<file path="config.mk">
export PLATFORM = sky130hd
export DESIGN_NAME = dacif_dual_front
export DESIGN_NICKNAME = d
export VERILOG_FILES = /design/src/rtl/dacif_pkg.sv /design/src/rtl/dacif_sync.sv /design/src/rtl/dacif_bus_fsm.sv /design/src/rtl/dacif_chan.sv /design/src/rtl/dacif_dual_front.sv
export SDC_FILE = /design/constraint.sdc
export NUM_CORES = 1
export LEC_CHECK = 0
export ABC_AREA = 1
export BUFFER_PORTS_ARGS = -buffer_cell sky130_fd_sc_hd__buf_4
export CAP_MARGIN = 20
export CELL_PAD_IN_SITES_DETAIL_PLACEMENT = 0
export CELL_PAD_IN_SITES_GLOBAL_PLACEMENT = 2
export CORE_MARGIN = 1
export CORE_UTILIZATION = 33
export CTS_CLUSTER_SIZE = 12
export DETAILED_ROUTE_END_ITERATION = 7
export PLACE_DENSITY_LB_ADDON = 0.1
export SLEW_MARGIN = 30
export SYNTH_ARGS = -nofsm -noshare
export SYNTH_HDL_FRONTEND = slang
export SYNTH_SLANG_ARGS = --single-unit
</file>
<file path="constraint.sdc">
create_clock -name clk -period 1.2 [get_ports clk]
set_clock_uncertainty 0.05 [all_clocks]
set_input_delay 0.06 -clock clk [delete_from_list [all_inputs] [get_ports clk]]
set_output_delay 0.06 -clock clk [all_outputs]
set_load 0.01 [all_outputs]
</file>
<file path="src/rtl/dacif_pkg.sv">
package dacif_pkg;

    localparam int DACIF_CODE_W = 12;
    localparam int DACIF_BYTE_W = 8;
    localparam int DACIF_HI_W   = DACIF_CODE_W - DACIF_BYTE_W;

    typedef enum logic [1:0] {
        BUS_IDLE   = 2'd0,
        BUS_STROBE = 2'd1,
        BUS_COMMIT = 2'd2
    } bus_state_e;

    typedef struct packed {
        logic [DACIF_CODE_W-1:0] code;
        logic                    ref_buf;
        logic                    gain_x2;
    } dac_word_t;

endpackage

</file>
<file path="src/rtl/dacif_sync.sv">
module dacif_sync #(
    parameter int           W       = 1,
    parameter int           STAGES  = 2,
    parameter logic [W-1:0] RST_VAL = '0
) (
    input  logic         clk,
    input  logic         arst_n,
    input  logic [W-1:0] d,
    output logic [W-1:0] q
);

    logic [W-1:0] stage_q [STAGES];

    always_ff @(posedge clk or negedge arst_n) begin
        if (!arst_n) begin
            for (int k = 0; k < STAGES; k++) stage_q[k] <= RST_VAL;
        end else begin
            stage_q[0] <= d;
            for (int k = 1; k < STAGES; k++) stage_q[k] <= stage_q[k-1];
        end
    end

    assign q = stage_q[STAGES-1];

endmodule

</file>
<file path="src/rtl/dacif_bus_fsm.sv">
module dacif_bus_fsm
    import dacif_pkg::*;
#(
    parameter int BYTE_W = DACIF_BYTE_W,
    parameter int NCH    = 2
) (
    input  logic              clk,
    input  logic              arst_n,
    input  logic              run,
    input  logic              wr_s,
    input  logic              cs_s,
    input  logic              ch_s,
    input  logic              hi_s,
    input  logic [BYTE_W-1:0] data_s,
    output logic [NCH-1:0]    ch_we,
    output logic              we_hi,
    output logic [BYTE_W-1:0] we_data
);

    bus_state_e        state_q, state_d;
    logic              seen_cs_q;
    logic              f_ch_q;
    logic              f_hi_q;
    logic [BYTE_W-1:0] f_data_q;

    // state register
    always_ff @(posedge clk or negedge arst_n) begin
        if (!arst_n) state_q <= BUS_IDLE;
        else         state_q <= state_d;
    end

    // next state
    always_comb begin
        state_d = state_q;
        unique case (state_q)
            BUS_IDLE:   if (run && !wr_s) state_d = BUS_STROBE;
            BUS_STROBE: if (wr_s) state_d = (seen_cs_q || !cs_s) ? BUS_COMMIT : BUS_IDLE;
            BUS_COMMIT: state_d = (run && !wr_s) ? BUS_STROBE : BUS_IDLE;
            default:    state_d = BUS_IDLE;
        endcase
        if (!run) state_d = BUS_IDLE;
    end

    // select tracking and field capture at the strobe's rising edge
    always_ff @(posedge clk or negedge arst_n) begin
        if (!arst_n) begin
            seen_cs_q <= 1'b0;
            f_ch_q    <= 1'b0;
            f_hi_q    <= 1'b0;
            f_data_q  <= '0;
        end else begin
            if (state_q == BUS_STROBE) begin
                seen_cs_q <= seen_cs_q || !cs_s;
            end else if (state_d == BUS_STROBE) begin
                seen_cs_q <= !cs_s;
            end
            if (state_q == BUS_STROBE && wr_s) begin
                f_ch_q   <= ch_s;
                f_hi_q   <= hi_s;
                f_data_q <= data_s;
            end
        end
    end

    // outputs
    always_comb begin
        ch_we   = '0;
        we_hi   = f_hi_q;
        we_data = f_data_q;
        if (state_q == BUS_COMMIT) ch_we[f_ch_q] = 1'b1;
    end

endmodule

</file>
<file path="src/rtl/dacif_chan.sv">
module dacif_chan
    import dacif_pkg::*;
#(
    parameter int CODE_W = DACIF_CODE_W,
    parameter int BYTE_W = DACIF_BYTE_W
) (
    input  logic              clk,
    input  logic              arst_n,
    input  logic              we,
    input  logic              we_hi,
    input  logic [BYTE_W-1:0] we_data,
    input  logic              ldac_s,
    output dac_word_t         dac_word,
    output logic              pending
);

    localparam int HI_W   = CODE_W - BYTE_W;
    localparam int RB_BIT = HI_W;
    localparam int GX_BIT = HI_W + 1;

    logic [BYTE_W-1:0] lo_q;
    logic [HI_W-1:0]   hi_q;
    logic              rb_q;
    logic              gx_q;
    logic              pend_q;
    dac_word_t         dac_q;
    logic              load;

    assign load = !ldac_s && pend_q;

    // input layer
    always_ff @(posedge clk or negedge arst_n) begin
        if (!arst_n) begin
            lo_q <= '0;
            hi_q <= '0;
            rb_q <= 1'b0;
            gx_q <= 1'b0;
        end else if (we) begin
            if (we_hi) begin
                hi_q <= we_data[HI_W-1:0];
                rb_q <= we_data[RB_BIT];
                gx_q <= we_data[GX_BIT];
            end else begin
                lo_q <= we_data;
            end
        end
    end

    // pending copy flag: a write wins over a simultaneous load
    always_ff @(posedge clk or negedge arst_n) begin
        if (!arst_n)   pend_q <= 1'b0;
        else if (we)   pend_q <= 1'b1;
        else if (load) pend_q <= 1'b0;
    end

    // output layer
    always_ff @(posedge clk or negedge arst_n) begin
        if (!arst_n) begin
            dac_q <= '0;
        end else if (load) begin
            dac_q.code    <= {hi_q, lo_q};
            dac_q.ref_buf <= rb_q;
            dac_q.gain_x2 <= gx_q;
        end
    end

    assign dac_word = dac_q;
    assign pending  = pend_q;

endmodule

</file>
<file path="src/rtl/dacif_dual_front.sv">
module dacif_dual_front
    import dacif_pkg::*;
#(
    parameter int SYNC_N = 2
) (
    input  logic                    clk,
    input  logic                    clr_n,
    input  logic                    cs_n,
    input  logic                    wr_n,
    input  logic                    ldac_n,
    input  logic                    ch_sel,
    input  logic                    byte_hi,
    input  logic [DACIF_BYTE_W-1:0] data,
    output logic [DACIF_CODE_W-1:0] code_a,
    output logic                    ref_buf_a,
    output logic                    gain_x2_a,
    output logic [DACIF_CODE_W-1:0] code_b,
    output logic                    ref_buf_b,
    output logic                    gain_x2_b
);

    localparam int NCH   = 2;
    localparam int BUS_W = DACIF_BYTE_W + 2;

    logic [SYNC_N-1:0]       rel_q;
    logic                    run;
    logic [2:0]              strb_s;
    logic                    wr_s, cs_s, ldac_s;
    logic [BUS_W-1:0]        bus_s;
    logic [NCH-1:0]          ch_we;
    logic                    we_hi;
    logic [DACIF_BYTE_W-1:0] we_data;
    logic [NCH-1:0]          pend;
    dac_word_t               dac_w [NCH];

    // clear release synchronizer; assertion stays asynchronous
    always_ff @(posedge clk or negedge clr_n) begin
        if (!clr_n) rel_q <= '0;
        else        rel_q <= {rel_q[SYNC_N-2:0], 1'b1};
    end
    assign run = rel_q[SYNC_N-1];

    dacif_sync #(.W(3), .STAGES(SYNC_N), .RST_VAL(3'b111)) u_sync_strb (
        .clk    (clk),
        .arst_n (clr_n),
        .d      ({wr_n, cs_n, ldac_n}),
        .q      (strb_s)
    );
    assign {wr_s, cs_s, ldac_s} = strb_s;

    // bus fields delayed by the same depth so they line up with the strobe
    dacif_sync #(.W(BUS_W), .STAGES(SYNC_N), .RST_VAL('0)) u_sync_bus (
        .clk    (clk),
        .arst_n (clr_n),
        .d      ({ch_sel, byte_hi, data}),
        .q      (bus_s)
    );

    dacif_bus_fsm #(.BYTE_W(DACIF_BYTE_W), .NCH(NCH)) u_fsm (
        .clk     (clk),
        .arst_n  (clr_n),
        .run     (run),
        .wr_s    (wr_s),
        .cs_s    (cs_s),
        .ch_s    (bus_s[BUS_W-1]),
        .hi_s    (bus_s[BUS_W-2]),
        .data_s  (bus_s[DACIF_BYTE_W-1:0]),
        .ch_we   (ch_we),
        .we_hi   (we_hi),
        .we_data (we_data)
    );

    for (genvar i = 0; i < NCH; i++) begin : g_ch
        dacif_chan #(.CODE_W(DACIF_CODE_W), .BYTE_W(DACIF_BYTE_W)) u_ch (
            .clk      (clk),
            .arst_n   (clr_n),
            .we       (ch_we[i]),
            .we_hi    (we_hi),
            .we_data  (we_data),
            .ldac_s   (ldac_s),
            .dac_word (dac_w[i]),
            .pending  (pend[i])
        );
    end

    assign code_a    = dac_w[0].code;
    assign ref_buf_a = dac_w[0].ref_buf;
    assign gain_x2_a = dac_w[0].gain_x2;
    assign code_b    = dac_w[1].code;
    assign ref_buf_b = dac_w[1].ref_buf;
    assign gain_x2_b = dac_w[1].gain_x2;

endmodule

</file>
-- Word level (Yosys, flattened, before mapping)
Index checks and enable logic that the tools add are counted.
- reductions and logical operators: 17
- order comparisons: 2
- mux-type cells: 15
- bitwise operators: 1
- equality and inequality tests: 3
- operator list (kind ; number):
    $mux 2 ; 5
    $mux 1 ; 8
    $reduce_and 2->1 ; 4
    $pmux 2 s3 ; 1
    $reduce_bool 2->1 ; 3
    $logic_and 1x1->1 ; 5
    $eq 2x1->1 const B ; 2
    $logic_not 1->1 ; 3
    $eq 2x2->1 const B ; 1
    $logic_not 2->1 ; 1
    $lt 1x2->1 const B ; 1
    $demux 1 s1 ; 1
    $ge 1x1->1 const B ; 1
    $logic_or 1x1->1 ; 1
    $not 1->1 ; 1
- output and inout bits: 28
- word-level logic and storage cells: 64
- input port bits: 15
- register bits: 99

-- Longest topological paths before layout
- word-level depth: 9
- mapped depth: 6
- mapped depth without buffers: 5

-- Hierarchy
Synthesis repeated with hierarchy kept, for this count alone.
- cells, all modules: 361
- area total of the unflattened synthesis: 3738.6 µm²
- by module, submodules not included (module ; area each (µm²) ; cells each ; times used ; seq. area each (µm²)):
    dacif_chan ; 1187.4 ; 126 ; 2 ; 725.7
    dacif_sync at u_sync_bus ; 575.6 ; 30 ; 1 ; 500.5
    dacif_bus_fsm ; 554.3 ; 67 ; 1 ; 325.3
    dacif_sync at u_sync_strb ; 180.2 ; 9 ; 1 ; 157.7
    dacif_dual_front ; 53.8 ; 3 ; 1 ; 50.0

-- Least setup slack after synthesis
No wires, ideal clock.
- path type: flip-flop to flip-flop
- start point: reg u_sync_strb.stage_q (netlist bit u_sync_strb.q[0])
- end point: reg g_ch[1].u_ch.dac_q (netlist bit g_ch[1].u_ch.dac_word[10])
- data arrival time: 995 ps
- path buffers: 2
- cell stages (with the launch flop): 6
- period minus slack after synthesis: 1162 ps
- library setup time: 117 ps
- slack: 38 ps
- data required time: 1033 ps
- cells stage by stage: dfstp_2 > inv_1 > buf_2 > buf_2 > nand3_1 > nand2_1
- cells in the longest elaborated chain, start to end: 2
- RTL lines (element ; RTL line ; text):
    from (decl) ; dacif_sync.sv:12 ; logic [W-1:0] stage_q [STAGES];
    $logic_not 1->1 ; dacif_chan.sv:29 ; assign load = !ldac_s && pend_q;
    $logic_and 1x1->1 ; dacif_chan.sv:29 ;
    to (decl) ; dacif_chan.sv:26 ; dac_word_t dac_q;
Every way passes these cells.
A chain may end at the register's enable or synchronous reset.

-- Worst setup path in the final report
- start point: reg u_sync_strb.stage_q (netlist bit u_sync_strb.q[0])
- end point: reg g_ch[0].u_ch.dac_q (netlist bit g_ch[0].u_ch.dac_word[8])
- cells in the longest elaborated chain, start to end: 2
- RTL lines (element ; RTL line):
    $logic_not 1->1 ; dacif_chan.sv:29
    $logic_and 1x1->1 ; dacif_chan.sv:29
    to (decl) ; dacif_chan.sv:26
Every way passes these cells.

==> impl_metrics.tcl <==
set metrics [dict create \
    cp.arrival_ns 1.52 \
    use_met1_pct 18.7 \
    place_congestion 0.735 \
    required_ns 1.41 \
    start_util_pct 34.5 \
    cts_root_buffer "clkbuf_8" \
    die-area_um2 11300 \
    synth-seq-cells 99 \
    first_pass_iters 4 \
    layout.nets 445 \
    rsz0062_at_grt "true" \
    die_w_um 106 \
    clk_pin_slew_worst_paths_ns 0.11 \
    die_h_um 106 \
    io_pins 43 \
    postRouteAntennaNets 0 \
    setup_viol 28 \
    drc 0 \
    cts_tree "built" \
    synth_area_leaders "dfrtp_1, nand2_1, nand3_1" \
    core_area_um2 10400 \
    grt_pass1_wl_um 12600 \
    clock_power_share_pct 28.4 \
    power.switching_uw 2000 \
    synth.cell_area_um2 3590 \
    internal_power_uw 4970 \
    fin_crit_ns 1.30 \
    fin_util_pct 46.1 \
    cts_buffers 9 \
    place_inst 533 \
    grt_overflow 0 \
    h-tree-depth 3 \
    ir_drop_mv 0.603 \
    use_met3_pct 2.94 \
    min_path_type "input port to async pin" \
    final-hold-violation-count 0 \
    path_class "flop to flop" \
    layout.cells.non_filler 571 \
    total_power_uw 6970 \
    portBuffers 42 \
    maxCapViolations 0 \
    status "finished with violations" \
    wl_per_cell_um 13.3 \
    syn-instance-count 351 \
    seqPwrFrac_pct 57.8 \
    yosys_warnings 0 \
    p_leak_uw 0.00247 \
    max_freq_mhz 766 \
    busiest_layer "met2" \
    fin_ws_ns -0.105 \
    use_met2_pct 23.0 \
    drt-total-wl_um 7570 \
    grt_pass1_vias 2608 \
    routed_via_density 4.54 \
    violations "setup timing" \
    clock_sinks 99 \
    combPwrFrac_pct 13.8 \
    track_usage_pct 14.3 \
    swShare_pct 28.7 \
    synth-seq-area-share_pct 69.2 \
    area_delta_synth_final_pct 33.8 \
    pre_cts_ws_ns -0.0642 \
    crit_fanout 8 \
    worstSetupStartpointType "flop" \
    diodes 0 \
    synth_fp_nets 366 \
    synth.avg_cell_area_um2 10.2 \
    fin_crit_sh_pct 109 \
    clockBufferDepth 2 \
    yosys.area.top_type "dfrtp_1" \
    maxSlewViolCount 0 \
    yosysTopAreaCellShare_pct 64.8 \
    drt_iter0_drc 52 \
    grt_max_degree 40 \
    antenna_found_initial 0 \
    cp-end-kind "flop" \
    row_count 37 \
    synth_cell_types 16 \
    drive_gt1_share_pct 30.3 \
    clock_latency_ns 0.36 \
    power.density_nw_per_um2 1450 \
    hpwl_um 5080 \
    vias 2591 \
]
==> power groups by stage <==
stage	combinational, uW	sequential, uW	clock [uW]
floorplan	411	4020	0
global placement	844	4060	0
detailed placement	854	4080	0
CTS	893	4010	2080
global route	1100	4090	2230
finish	963	4030	1980
==> timing repair <==
action / 4_1_cts / 5_1_grt
cloned: 0 / 4
gates resized for setup: 2 / 42
hold buffers: 14 / 0
pin swaps: 0 / 8
endpoints found under the setup margin: 35 / 64
hold endpoints to repair: 106 / 0
setup buffers: 0 / 4
==> Yosys cell counts <==
cell type	count
nand2_1	144
nand3_2	2
inv_1	5
dfstp_2	6
nor2_4	1
nand3_1	47
buf_2	10
dfrtp_1	93
o21ai_0	2
conb_1	1
inv_2	4
clkbuf_2	2
nor2_1	4
nand4_1	23
buf_4	2
clkbuf_1	5
==> sequential cells by signal, summed over array words and instances, names as in the netlist <==
register and flops:
g_ch.u_ch.pending 2, u_fsm.f_ch_q 1, u_sync_bus.stage_q 10, u_sync_bus.q 10, g_ch.u_ch.gx_q 2, u_sync_strb.stage_q 3
g_ch.u_ch.hi_q 8, g_ch.u_ch.rb_q 2, u_fsm.we_hi 1, u_fsm.state_q 2, u_fsm.seen_cs_q 1, u_fsm.we_data 8
rel_q 2, u_sync_strb.q 3, g_ch.u_ch.dac_word 28, g_ch.u_ch.lo_q 16
==> metrics by stage <==
stage | area, um2 | hold WS (ns) | TNS, ns
6_report | 4810 | 0.0986 | -2.08
5_1_grt | 4810 | 0.0958 | -3.93
4_1_cts | 4550 | 0.0901 | -1.22
3_5_place_dp | 4220 | -0.0589 | -0.514
3_3_place_gp | 4220 | -0.0548 | -0.604
2_1_floorplan | 3590 | -0.286 | 0
==> per-layer routing <==
layer	vias to the layer above	wire (um)
met5	-	0
met4	0	110
met3	9	180
met2	37	3630
met1	1245	3640
li1	1300	-
==> area by class of cell <==
class / instances / area, um2
inverter: 9 / 37.5
tap: 136 / 170
fill: 1034 / 5610
clock inverter: 7 / 58.8
clock buffer: 9 / 124
timing repair buffer: 86 / 826
multi-input combinational: 225 / 1100
sequential: 99 / 2490
==> logic make-up after synthesis <==
family                 Yosys count  share of synthesized area (%)
DFF                             99                           69.2
AOI/OAI and AO/OA                2                          0.279
other                            1                          0.104
buffers and inverters           28                           3.55
and+or+nand+nor                221                           26.9
==> path summary, 6_finish.rpt <==
kind | from | end | slack, ns | cells after the start
worst max-delay path | u_sync_strb.q[0] | g_ch[0].u_ch.dac_word[8] | -0.10 | 5
max in group asynchronous | clr_n | u_sync_strb.stage_q[3] | 0.43 | 3
min in group clk | data[2] | u_sync_bus.stage_q[12] | 0.29 | 2
worst min register to register | u_sync_bus.stage_q[16] | u_sync_bus.q[6] | 0.30 | 0
worst max register to register | u_sync_strb.q[0] | g_ch[0].u_ch.dac_word[8] | -0.10 | 5
worst min-delay path | clr_n | g_ch[0].u_ch.dac_word[8] | 0.1 | 2
==> cells in the final DEF, fill, tap and decap left out, drive strengths merged <==
master / netlist / final
dfrtp: 93 / 93
nand4: 23 / 23
buf: 12 / 70
inv: 9 / 11
clkinvlp: 0 / 2
nor2: 5 / 5
conb: 1 / 1
nand3: 49 / 49
dlygate4sd3: 0 / 14
nand2: 144 / 145
clkinv: 0 / 3
dfstp: 6 / 6
clkbuf: 7 / 11
o21ai: 2 / 2
==> critical path, stage by stage, from the launching register on <==
cell and delay (ns):
dfstp_2 0.57, clkinvlp_4 0.12, buf_12 0.17, clkbuf_16 0.15, nand3_1 0.08, nand2_1 0.06
Note: power is estimated with default switching activity, not from simulation.
